<file path="src/rtl/rdahead_pkg.sv">
package rdahead_pkg;
  typedef enum logic [1:0] {
    DRV_IDLE = 2'd0,
    DRV_WAIT = 2'd1,
    DRV_DROP = 2'd2
  } drv_state_e;
endpackage

</file>
<file path="src/rtl/rdahead_fifo.sv">
module rdahead_fifo #(
  parameter int W     = 16,
  parameter int DEPTH = 4
) (
  input  logic                         clk,
  input  logic                         rst_n,
  input  logic                         flush,
  input  logic                         push,
  input  logic [W-1:0]                 wdata,
  input  logic                         pop1,
  input  logic                         pop2,
  output logic [W-1:0]                 head0,
  output logic [W-1:0]                 head1,
  output logic [$clog2(DEPTH+1)-1:0]   fill
);
  localparam int PTR_W = (DEPTH > 1) ? $clog2(DEPTH) : 1;
  localparam int CNT_W = $clog2(DEPTH+1);

  logic [W-1:0]     slot [DEPTH];
  logic [PTR_W-1:0] wr_ptr, rd_ptr, rd_nxt;

  function automatic logic [PTR_W-1:0] bump(input logic [PTR_W-1:0] p);
    return (p == PTR_W'(DEPTH-1)) ? '0 : p + 1'b1;
  endfunction

  assign rd_nxt = bump(rd_ptr);
  assign head0  = slot[rd_ptr];
  assign head1  = slot[rd_nxt];

  for (genvar g = 0; g < DEPTH; g++) begin : g_slot
    always_ff @(posedge clk) begin
      if (push && !flush && wr_ptr == PTR_W'(g)) slot[g] <= wdata;
    end
  end

  always_ff @(posedge clk or negedge rst_n) begin
    if (!rst_n) begin
      wr_ptr <= '0;
      rd_ptr <= '0;
      fill   <= '0;
    end else if (flush) begin
      wr_ptr <= '0;
      rd_ptr <= '0;
      fill   <= '0;
    end else begin
      if (push) wr_ptr <= bump(wr_ptr);
      if (pop2)      rd_ptr <= bump(rd_nxt);
      else if (pop1) rd_ptr <= rd_nxt;
      fill <= fill + CNT_W'(push) - (pop2 ? CNT_W'(2) : CNT_W'(pop1));
    end
  end
endmodule

</file>
<file path="src/rtl/rdahead_sector_cnt.sv">
module rdahead_sector_cnt #(
  parameter int CW = 16
) (
  input  logic          clk,
  input  logic          rst_n,
  input  logic          reload,
  input  logic          dec,
  input  logic [CW-1:0] load_val,
  output logic [CW-1:0] cnt,
  output logic          zero
);
  localparam logic [CW-1:0] STEP = CW'(2);

  assign zero = (cnt == '0);

  always_ff @(posedge clk or negedge rst_n) begin
    if (!rst_n)      cnt <= '0;
    else if (reload) cnt <= load_val;
    else if (dec)    cnt <= (cnt >= STEP) ? cnt - STEP : '0;
  end
endmodule

</file>
<file path="src/rtl/rdahead_drv_seq.sv">
module rdahead_drv_seq
  import rdahead_pkg::*;
(
  input  logic clk,
  input  logic rst_n,
  input  logic issue,
  input  logic flush,
  input  logic done,
  output logic req,
  output logic accept
);
  drv_state_e state, state_nxt;

  assign req    = (state != DRV_IDLE);
  assign accept = (state == DRV_WAIT) && done;

  always_comb begin
    state_nxt = state;
    unique case (state)
      DRV_IDLE: if (issue) state_nxt = DRV_WAIT;
      DRV_WAIT: begin
        if (done)       state_nxt = DRV_IDLE;
        else if (flush) state_nxt = DRV_DROP;
      end
      DRV_DROP: if (done) state_nxt = DRV_IDLE;
      default:  state_nxt = DRV_IDLE;
    endcase
  end

  always_ff @(posedge clk or negedge rst_n) begin
    if (!rst_n) state <= DRV_IDLE;
    else        state <= state_nxt;
  end
endmodule

</file>
<file path="src/rtl/rdahead_ctrl.sv">
module rdahead_ctrl #(
  parameter int HW         = 16,
  parameter int FIFO_DEPTH = 4,
  parameter int CW         = 16
) (
  input  logic            clk,
  input  logic            rst_n,
  input  logic            ra_enable,
  input  logic [CW-1:0]   sector_bytes,
  input  logic            rq_valid,
  input  logic            rq_dword,
  output logic            rq_ready,
  output logic            hd_valid,
  input  logic            hd_ready,
  output logic [2*HW-1:0] hd_data,
  output logic            drv_req,
  input  logic            drv_done,
  input  logic [HW-1:0]   drv_data
);
  localparam int CNT_W = $clog2(FIFO_DEPTH+1);
  localparam int DW    = 2*HW;
  localparam logic [CNT_W-1:0] DEPTH_C = CNT_W'(FIFO_DEPTH);

  logic             en_q, flush;
  logic [CNT_W-1:0] fifo_fill, need;
  logic [HW-1:0]    head0, head1;
  logic             have, slot_free, serve;
  logic             pf_go, od_go, issue, reload, accept, fifo_push;
  logic [CW-1:0]    byte_cnt;
  logic             cnt_zero;

  always_ff @(posedge clk or negedge rst_n) begin
    if (!rst_n) en_q <= 1'b0;
    else        en_q <= ra_enable;
  end

  // prefetch switched off: drop everything queued or in flight
  assign flush     = en_q && !ra_enable;
  assign need      = rq_dword ? CNT_W'(2) : CNT_W'(1);
  assign have      = (fifo_fill >= need);
  assign slot_free = !hd_valid || hd_ready;
  assign serve     = rq_valid && have && slot_free && !flush;
  assign rq_ready  = serve;

  assign pf_go  = ra_enable && rq_valid && (fifo_fill < DEPTH_C) && !cnt_zero;
  assign od_go  = !ra_enable && rq_valid && !hd_valid && !have;
  assign issue  = (pf_go || od_go) && !drv_req && !flush;
  assign reload = !ra_enable || (cnt_zero && rq_valid && !have);
  assign fifo_push = accept && !flush;

  rdahead_fifo #(.W(HW), .DEPTH(FIFO_DEPTH)) u_fifo (
    .clk   (clk),
    .rst_n (rst_n),
    .flush (flush),
    .push  (fifo_push),
    .wdata (drv_data),
    .pop1  (serve && !rq_dword),
    .pop2  (serve && rq_dword),
    .head0 (head0),
    .head1 (head1),
    .fill  (fifo_fill)
  );

  rdahead_sector_cnt #(.CW(CW)) u_cnt (
    .clk      (clk),
    .rst_n    (rst_n),
    .reload   (reload),
    .dec      (fifo_push && ra_enable),
    .load_val (sector_bytes),
    .cnt      (byte_cnt),
    .zero     (cnt_zero)
  );

  rdahead_drv_seq u_seq (
    .clk    (clk),
    .rst_n  (rst_n),
    .issue  (issue),
    .flush  (flush),
    .done   (drv_done),
    .req    (drv_req),
    .accept (accept)
  );

  always_ff @(posedge clk or negedge rst_n) begin
    if (!rst_n) begin
      hd_valid <= 1'b0;
      hd_data  <= '0;
    end else if (serve) begin
      hd_valid <= 1'b1;
      hd_data  <= rq_dword ? {head1, head0} : {{(DW-HW){1'b0}}, head0};
    end else if (hd_ready) begin
      hd_valid <= 1'b0;
    end
  end
endmodule

</file>
<file path="config.mk">
export PLATFORM = sky130hd
export DESIGN_NAME = rdahead_ctrl
export DESIGN_NICKNAME = d
export VERILOG_FILES = /design/src/rtl/rdahead_pkg.sv /design/src/rtl/rdahead_fifo.sv /design/src/rtl/rdahead_sector_cnt.sv /design/src/rtl/rdahead_drv_seq.sv /design/src/rtl/rdahead_ctrl.sv
export SDC_FILE = /design/constraint.sdc
export NUM_CORES = 1
export LEC_CHECK = 0
export ABC_CLOCK_PERIOD_IN_PS = 2950
export CELL_PAD_IN_SITES_DETAIL_PLACEMENT = 1
export CELL_PAD_IN_SITES_GLOBAL_PLACEMENT = 2
export CORE_AREA = 5 5 134 136
export DETAILED_ROUTE_END_ITERATION = 8
export DIE_AREA = 0 0 139 141
export PLACE_DENSITY = 0.76
export SYNTH_ARGS = -nofsm -noshare
export SYNTH_HDL_FRONTEND = slang
export SYNTH_SLANG_ARGS = --single-unit
</file>
<file path="constraint.sdc">
create_clock -name clk -period 2.95 [get_ports clk]
set_input_delay 0.59 -clock clk [delete_from_list [all_inputs] [get_ports clk]]
set_output_delay 0.59 -clock clk [all_outputs]
set_load 0.05 [all_outputs]
</file>
==> flow_summary.yaml, run 1 <==
run_status:
  status: "completed"
route:
  drcViolationCount: 0
  dr.pass1.iters: 4
  drt-total-wl_um: 14000
  wl_per_cell_um: 18.7
  viasPerCell: 5.09
  first_iter_violations: 129
  vias: 3819
  ant_nets: 0
global_route:
  grt_pass1_vias: 4243
  grt_pass1_wl_um: 23200
  track_usage_pct: 15.1
  antenna_found_initial: 0
  grt_max_degree: 60
  overflow: 0
timing:
  fin_crit_ns: 2.84
  rsz0062_at_grt: "false"
  worst_pin_slew_ns: 0.842
  timing.final.max_slew_violations: 0
  finalSetupViolations: 0
  fin_worst_skew_ns: 0.00720
  fmax_mhz: 352
  fin_crit_sh_pct: 96.4
  slew_headroom_pct: 43.9
  hold_viol_final: 0
  tns_ns: 0
  whs_ns: 0.343
die:
  die_x_um: 139
  fp.dieArea_sq_um: 19600
  core_sq_um: 16800
  ios: 74
  start_util_pct: 34.0
  die_h_um: 141
  num_rows: 48
yosys:
  syn_inst: 409
  avgSynthCellArea_sq_um: 14.0
  synth_top_flop_cell: "edfxtp_1"
  ys_seq_elements: 123
  synthTopCellsByCount: "edfxtp_1, dfrtp_1, mux4_2"
  yosys.area.top_type_share_pct: 33.6
  synth_fp_nets: 460
  yosys_warnings: 0
  async_reset_ff_share_pct: 48.0
  synth_top_area_cell: "edfxtp_1"
  synth_area_leaders: "edfxtp_1, dfrtp_1, mux4_2"
  yosysSeqAreaShare_pct: 59.4
  syn_area_sq_um: 5720
  synthDistinctLibCells: 54
  yosysMostFrequentCell: "edfxtp_1"
  synth_edf_count: 64
power_and_ir_drop:
  intPower_uw: 4680
  finalPower_uw: 7320
  clock_power_share_pct: 27.8
  cellLeakagePower_uw: 0.00281
  ir_worst_vdd_mv: 0.478
  p_comb_share_pct: 40.5
  seqPwrFrac_pct: 31.7
  swShare_pct: 36.0
  power.switching_uw: 2630
  powerDensity_nw_per_um2: 973
placed_design:
  dp_hpwl_um: 9680
  placed_cells: 718
  globalplace.congestion: 0.807
  numPortBuffers: 73
setup_path:
  required_ns: 2.36
  path_cells: "dlygate4sd2_1 > inv_4 > ha_1 > a211o_1 > and2_4 > nand2_4 > buf_4 > inv_2 > buf_8 > buf_12"
  cp-end-kind: "output pin"
  arrival_ns: 2.25
  cp-start-kind: "primary input"
  crit_type: "in2out"
  cp_top_family: "buffers and inverters"
  path_buf_inv: 6
  crit_start: "rq_dword"
  crit_path_max_fanout: 28
  max_stage_delay_ns: 0.31
  cp_slowest_cell: "ha_1"
  r2r-start: "u_fifo.fill[0]$_DFF_PN0_"
job:
  cap_violations: 0
final_layout:
  stdcell_count: 750
  drive_above_1_share_pct: 25.3
  final_nets: 563
  final_util_pct: 44.7
  num_antenna_cells: 0
  area_growth_pct: 31.5
  nFillCells: 1735
clock_network:
  cts.sinks: 123
  ctsLongestPathBuffers: 2
  cts_tree: "yes"
  htree_levels: 4
  clk_pin_slew_ns: 0.06
  cts_root_buf: "clkbuf_16"
  clock_latency_ns: 0.41
  ctsHoldBuffers: 0
  cts_inserted_buffers: 17
worst_hold_path:
  holdCritPathClass: "in2async"
## power groups by stage
stage,combinational (uW),clock [uW],sequential [uW]
6_report,2960,2040,2320
5_1_grt,3170,2160,2360
4_1_cts,3020,2080,2330
3_5_place_dp,2990,0,2360
3_3_place_gp,2930,0,2340
2_1_floorplan,1400,0,2980
## cell type report
class | instances | area, sq um | area share, %
clock buffer | 18 | 439 | 5.84
multi-input combinational | 240 | 2170 | 28.9
timing repair buffer | 104 | 987 | 13.1
sequential | 123 | 3400 | 45.2
clock inverter | 14 | 146 | 1.95
inverter | 26 | 100 | 1.33
tap | 225 | 282 | 3.74
## layer usage
metal  track usage (%)  part of all wire [%]  routed length, um  vias to the layer above
li1                  -                     -                  -                     1753
met1              18.2                    41               5800                     1968
met2              26.6                    53               7500                       84
met3              3.70                   4.0                566                       14
met4              5.10                   1.1                152                        0
met5                 0                     0                  0                        -
## kinds of logic after synthesis
| kind of cell | after synthesis | synth area share [%] |
|---|---|---|
| AND/OR/NAND/NOR | 110 | 10.3 |
| flip-flops | 123 | 59.4 |
| buffers and inverters | 46 | 3.24 |
| XOR/XNOR | 5 | 0.766 |
| AO/OA/AOI/OAI | 62 | 7.20 |
| adder cells (fa/ha/maj) | 12 | 2.76 |
| multiplexers | 51 | 16.3 |
## flip-flops by register name (all words and copies together) (netlist names)
register and count:
u_fifo.slot 64, hd_data 32, u_cnt.cnt 16, u_fifo.fill 3, u_fifo.rd_ptr 2, u_fifo.wr_ptr 2
u_seq.state 2, en_q 1, hd_valid 1
## path summary, 6_finish.rpt
| kind | to | cells after the start | slack (ns) |
|---|---|---|---|
| max reg2reg | u_fifo.fill[2]$_DFF_PN0_ | 15 | 0.21 |
| min | hd_data[21]$_DFFE_PN0N_ | 2 | 0.34 |
| min reg2reg | u_seq.state[0]$_DFFE_PN0P_ | 1 | 0.50 |
| max in group asynchronous | u_cnt.cnt[5]$_DFFE_PN0P_ | 2 | 2.05 |
| min in group clk | u_seq.state[0]$_DFFE_PN0P_ | 1 | 0.50 |
| max | rq_ready | 10 | 0.11 |
## through the flow
| stage | setup slack [ns] | cell area, sq um |
|---|---|---|
| after detailed placement | -0.548 | 6930 |
| after floorplan | -0.116 | 5800 |
| after global placement | -0.482 | 6930 |
| after CTS | 0.0803 | 7520 |
| after global routing | 0.0409 | 7520 |
| final | 0.105 | 7520 |
## placed cells by master (no fill, tap or decap), types with 3 or more instances in the layout
master and count:
clkdlybuf4s50_1 70, edfxtp_1 64, dfrtp_1 59, mux4_2 32, buf_4 29, nand2_1 25
nor2_1 23, inv_1 23, o21ai_0 23, nand3_1 19, mux2_2 17, clkbuf_16 17
a21oi_1 12, ha_1 9, nor3_1 6, and3_1 5, o211ai_1 5, clkinvlp_4 5
nand2b_1 4, or3_1 4, clkinv_2 4, xnor2_1 3, o221ai_1 3, a31oi_1 3
## what timing repair did
action                                  4_1_cts  5_1_grt
endpoints found under the setup margin        2        0
resized for setup                             3        0
buffers inserted                              0        0
No activity file was read; power rests on OpenSTA's default activity.
==> inputs of run 2 (changes only) <==
--- a/config.mk
+++ b/config.mk
@@ -8,10 +8,11 @@
 export ABC_CLOCK_PERIOD_IN_PS = 2950
 export CELL_PAD_IN_SITES_DETAIL_PLACEMENT = 1
 export CELL_PAD_IN_SITES_GLOBAL_PLACEMENT = 2
-export CORE_AREA = 5 5 134 136
+export CORE_AREA = 5 5 135 137
 export DETAILED_ROUTE_END_ITERATION = 8
-export DIE_AREA = 0 0 139 141
-export PLACE_DENSITY = 0.76
+export DIE_AREA = 0 0 140 142
+export PLACE_DENSITY = 0.77
 export SYNTH_ARGS = -nofsm -noshare
 export SYNTH_HDL_FRONTEND = slang
+export SYNTH_HIERARCHICAL = 1
 export SYNTH_SLANG_ARGS = --single-unit
==> flow_summary.yaml, run 2 <==
power_and_ir_drop:
  powerDensity_nw_per_um2: 990
  power.switching_uw: 2870
  seqPwrFrac_pct: 30.1
  p_comb_share_pct: 43.7
  swShare_pct: 37.7
  intPower_uw: 4760
  cellLeakagePower_uw: 0.00287
  ir_worst_vdd_mv: 0.595
  clock_power_share_pct: 26.2
yosys:
  ys_seq_elements: 123
  yosysSeqAreaShare_pct: 57.2
  yosysMostFrequentCell: "edfxtp_1"
  synth_edf_count: 64
  synth_top_area_cell: "edfxtp_1"
  synth_top_flop_cell: "edfxtp_1"
  syn_area_sq_um: 5940
  yosys.area.top_type_share_pct: 32.4
  synth_area_leaders: "edfxtp_1, dfrtp_1, mux4_2"
  syn_inst: 414
  synthTopCellsByCount: "edfxtp_1, dfrtp_1, mux4_2"
  avgSynthCellArea_sq_um: 14.3
  synthDistinctLibCells: 58
  async_reset_ff_share_pct: 48.0
  yosys_warnings: 6
  synth_fp_nets: 465
route:
  vias: 3920
  first_iter_violations: 267
  drcViolationCount: 0
  ant_nets: 0
  drt-total-wl_um: 15400
  viasPerCell: 5.19
  dr.pass1.iters: 4
  wl_per_cell_um: 20.4
clock_network:
  ctsHoldBuffers: 0
  cts_root_buf: "clkbuf_16"
  cts.sinks: 123
  cts_tree: "yes"
  clock_latency_ns: 0.42
  ctsLongestPathBuffers: 2
  cts_inserted_buffers: 17
  clk_pin_slew_ns: 0.06
  htree_levels: 4
setup_path:
  r2r_setup_slack_ns: 0.27
  cp-end-kind: "flop"
  crit_path_max_fanout: 3
  arrival_ns: 3.05
  regToRegEndpoint: "u_fifo/fill[1]$_DFF_PN0_"
  r2r-start: "u_fifo/fill[0]$_DFF_PN0_"
  path_cells: "dlygate4sd2_1 > inv_8 > ha_4 > nand2b_4 > a211oi_4 > buf_4 > nor3_4 > nor2b_2 > ha_1 > inv_1 > ha_2 > inv_2 > fa_2 > nor2_1"
  crit_type: "in2reg"
  max_stage_delay_ns: 0.51
  required_ns: 3.26
  reg2reg_depth: 13
  cp-start-kind: "primary input"
  cp_slowest_cell: "fa_2"
final_layout:
  final_util_pct: 45.5
  num_antenna_cells: 0
  regMostFlops: "u_fifo/slot"
  nFillCells: 1746
  layout_common_cells: "clkdlybuf4s50_1, edfxtp_1, dfrtp_1"
  top_regs: "u_fifo/slot (64), hd_data (32), u_cnt/cnt (16)"
  drive_above_1_share_pct: 26.2
  largest_register_ffs: 64
  final_nets: 568
  mostFrequentLayoutCell: "clkdlybuf4s50_1"
  area_growth_pct: 29.8
global_route:
  grt_max_degree: 35
  overflow: 0
  track_usage_pct: 16.3
  antenna_found_initial: 0
  grt_pass1_vias: 4454
  grt_pass1_wl_um: 25000
timing:
  slew_headroom_pct: 44.6
  rsz0062_at_grt: "false"
  fin_worst_skew_ns: 0.0106
  hold_viol_final: 0
  fmax_mhz: 364
  worst_pin_slew_ns: 0.831
  fin_crit_sh_pct: 93.1
  fin_crit_ns: 2.75
  finalSetupViolations: 0
  whs_ns: 0.275
  tns_ns: 0
  timing.final.max_slew_violations: 0
die:
  core_sq_um: 16900
  die_h_um: 142
  die_x_um: 140
  ios: 74
  num_rows: 48
  fp.dieArea_sq_um: 19900
  start_util_pct: 35.1
placed_design:
  numPortBuffers: 73
  globalplace.congestion: 0.819
  dp_hpwl_um: 10400
job:
  cap_violations: 0
run_status:
  status: "completed"
worst_hold_path:
  holdCritPathClass: "in2async"
## run 2: cell types whose count changed in the layout (fill, tap and decap cells not counted), sizes merged, moves of 5 or more
cell and change:
a2bb2oi +7, inv -5, nor2 -5, nor2b +5, nand3 -14, o31ai +19
## run 2: critical path, delay by kind of cell
kind	cells	cell delay, ns
compound gates	1	0.28
fa+ha+maj	4	1.16
buf+inv	5	0.65
simple gates	4	0.39
## run 2: logic make-up (layout without fill, tap and decap cells)
kind of cell | Yosys count | after routing | share of synthesized area, %
flops | 123 | 123 | 57.2
xor+xnor | 4 | 4 | 0.590
buf+inv | 45 | 161 | 4.34
mux | 51 | 51 | 16.3
compound gates | 83 | 83 | 9.27
simple gates | 96 | 96 | 9.65
fa+ha+maj | 12 | 12 | 2.65
## run 2: per-stage QoR
step / std cells / area, sq um / setup WS [ns] / power, uW
2_1_floorplan: 414 / 6010 / -0.0430 / 4720
3_3_place_gp: 719 / 7110 / -0.371 / 5570
3_5_place_dp: 719 / 7110 / -0.450 / 5630
4_1_cts: 755 / 7710 / 0.229 / 7740
5_1_grt: 755 / 7710 / 0.0633 / 8020
6_report: 755 / 7710 / 0.204 / 7630
## run 2: worst max path at each step
stage / depth (start not counted) / to / startpoint / slack (ns)
finish: 14 / u_fifo/fill[1]$_DFF_PN0_ / rq_dword / 0.20
floorplan: 15 / u_fifo/fill[1]$_DFF_PN0_ / rq_dword / -0.04
detailed placement: 11 / u_cnt/cnt[3]$_DFFE_PN0P_ / rq_dword / -0.45
CTS: 14 / u_fifo/fill[1]$_DFF_PN0_ / rq_dword / 0.23
global placement: 12 / u_fifo/fill[1]$_DFF_PN0_ / rq_dword / -0.37
global route: 15 / u_fifo/fill[2]$_DFF_PN0_ / rq_dword / 0.06
## run 2: power groups by stage
stage                     logic, uW  registers (uW)  clock network (uW)
after floorplan                1750            2970                   0
after global placement         3260            2310                   0
after detailed placement       3300            2330                   0
after CTS                      3400            2300                2040
after global routing           3550            2340                2130
final                          3340            2300                2000
## run 2: area by class of cell
type	instances	area [sq um]	area share, %
Sequential cell	123	3400	44.1
Multi-Input combinational cell	246	2330	30.2
Timing Repair Buffer	108	1050	13.6
Clock buffer	19	453	5.87
Tap cell	225	282	3.65
Clock inverter	13	116	1.51
Inverter	21	86.3	1.12
## run 2: layer usage
layer	part of all wire [%]	wire length, um	global-route usage (%)
met3	3.7	566	4.77
met4	1.2	189	5.00
met1	44	6810	20.6
met2	51	7840	27.3
met5	0	0	0
## run 2: repair_timing
item / 4_1_cts / 5_1_grt
buffers inserted: 3 / 0
setup endpoints to repair: 2 / 0
gates resized for setup: 2 / 0
endpoints found under the hold margin: 0 / 0
==> inputs of run 3 (changes only) <==
--- a/config.mk
+++ b/config.mk
@@ -6,6 +6,7 @@
 export NUM_CORES = 1
 export LEC_CHECK = 0
 export ABC_CLOCK_PERIOD_IN_PS = 2950
+export CAP_MARGIN = 20
 export CELL_PAD_IN_SITES_DETAIL_PLACEMENT = 1
 export CELL_PAD_IN_SITES_GLOBAL_PLACEMENT = 2
 export CORE_AREA = 5 5 135 137
==> results of run 3 <==
Same layout as run 2: the final DEF is identical, and so are final timing and power.
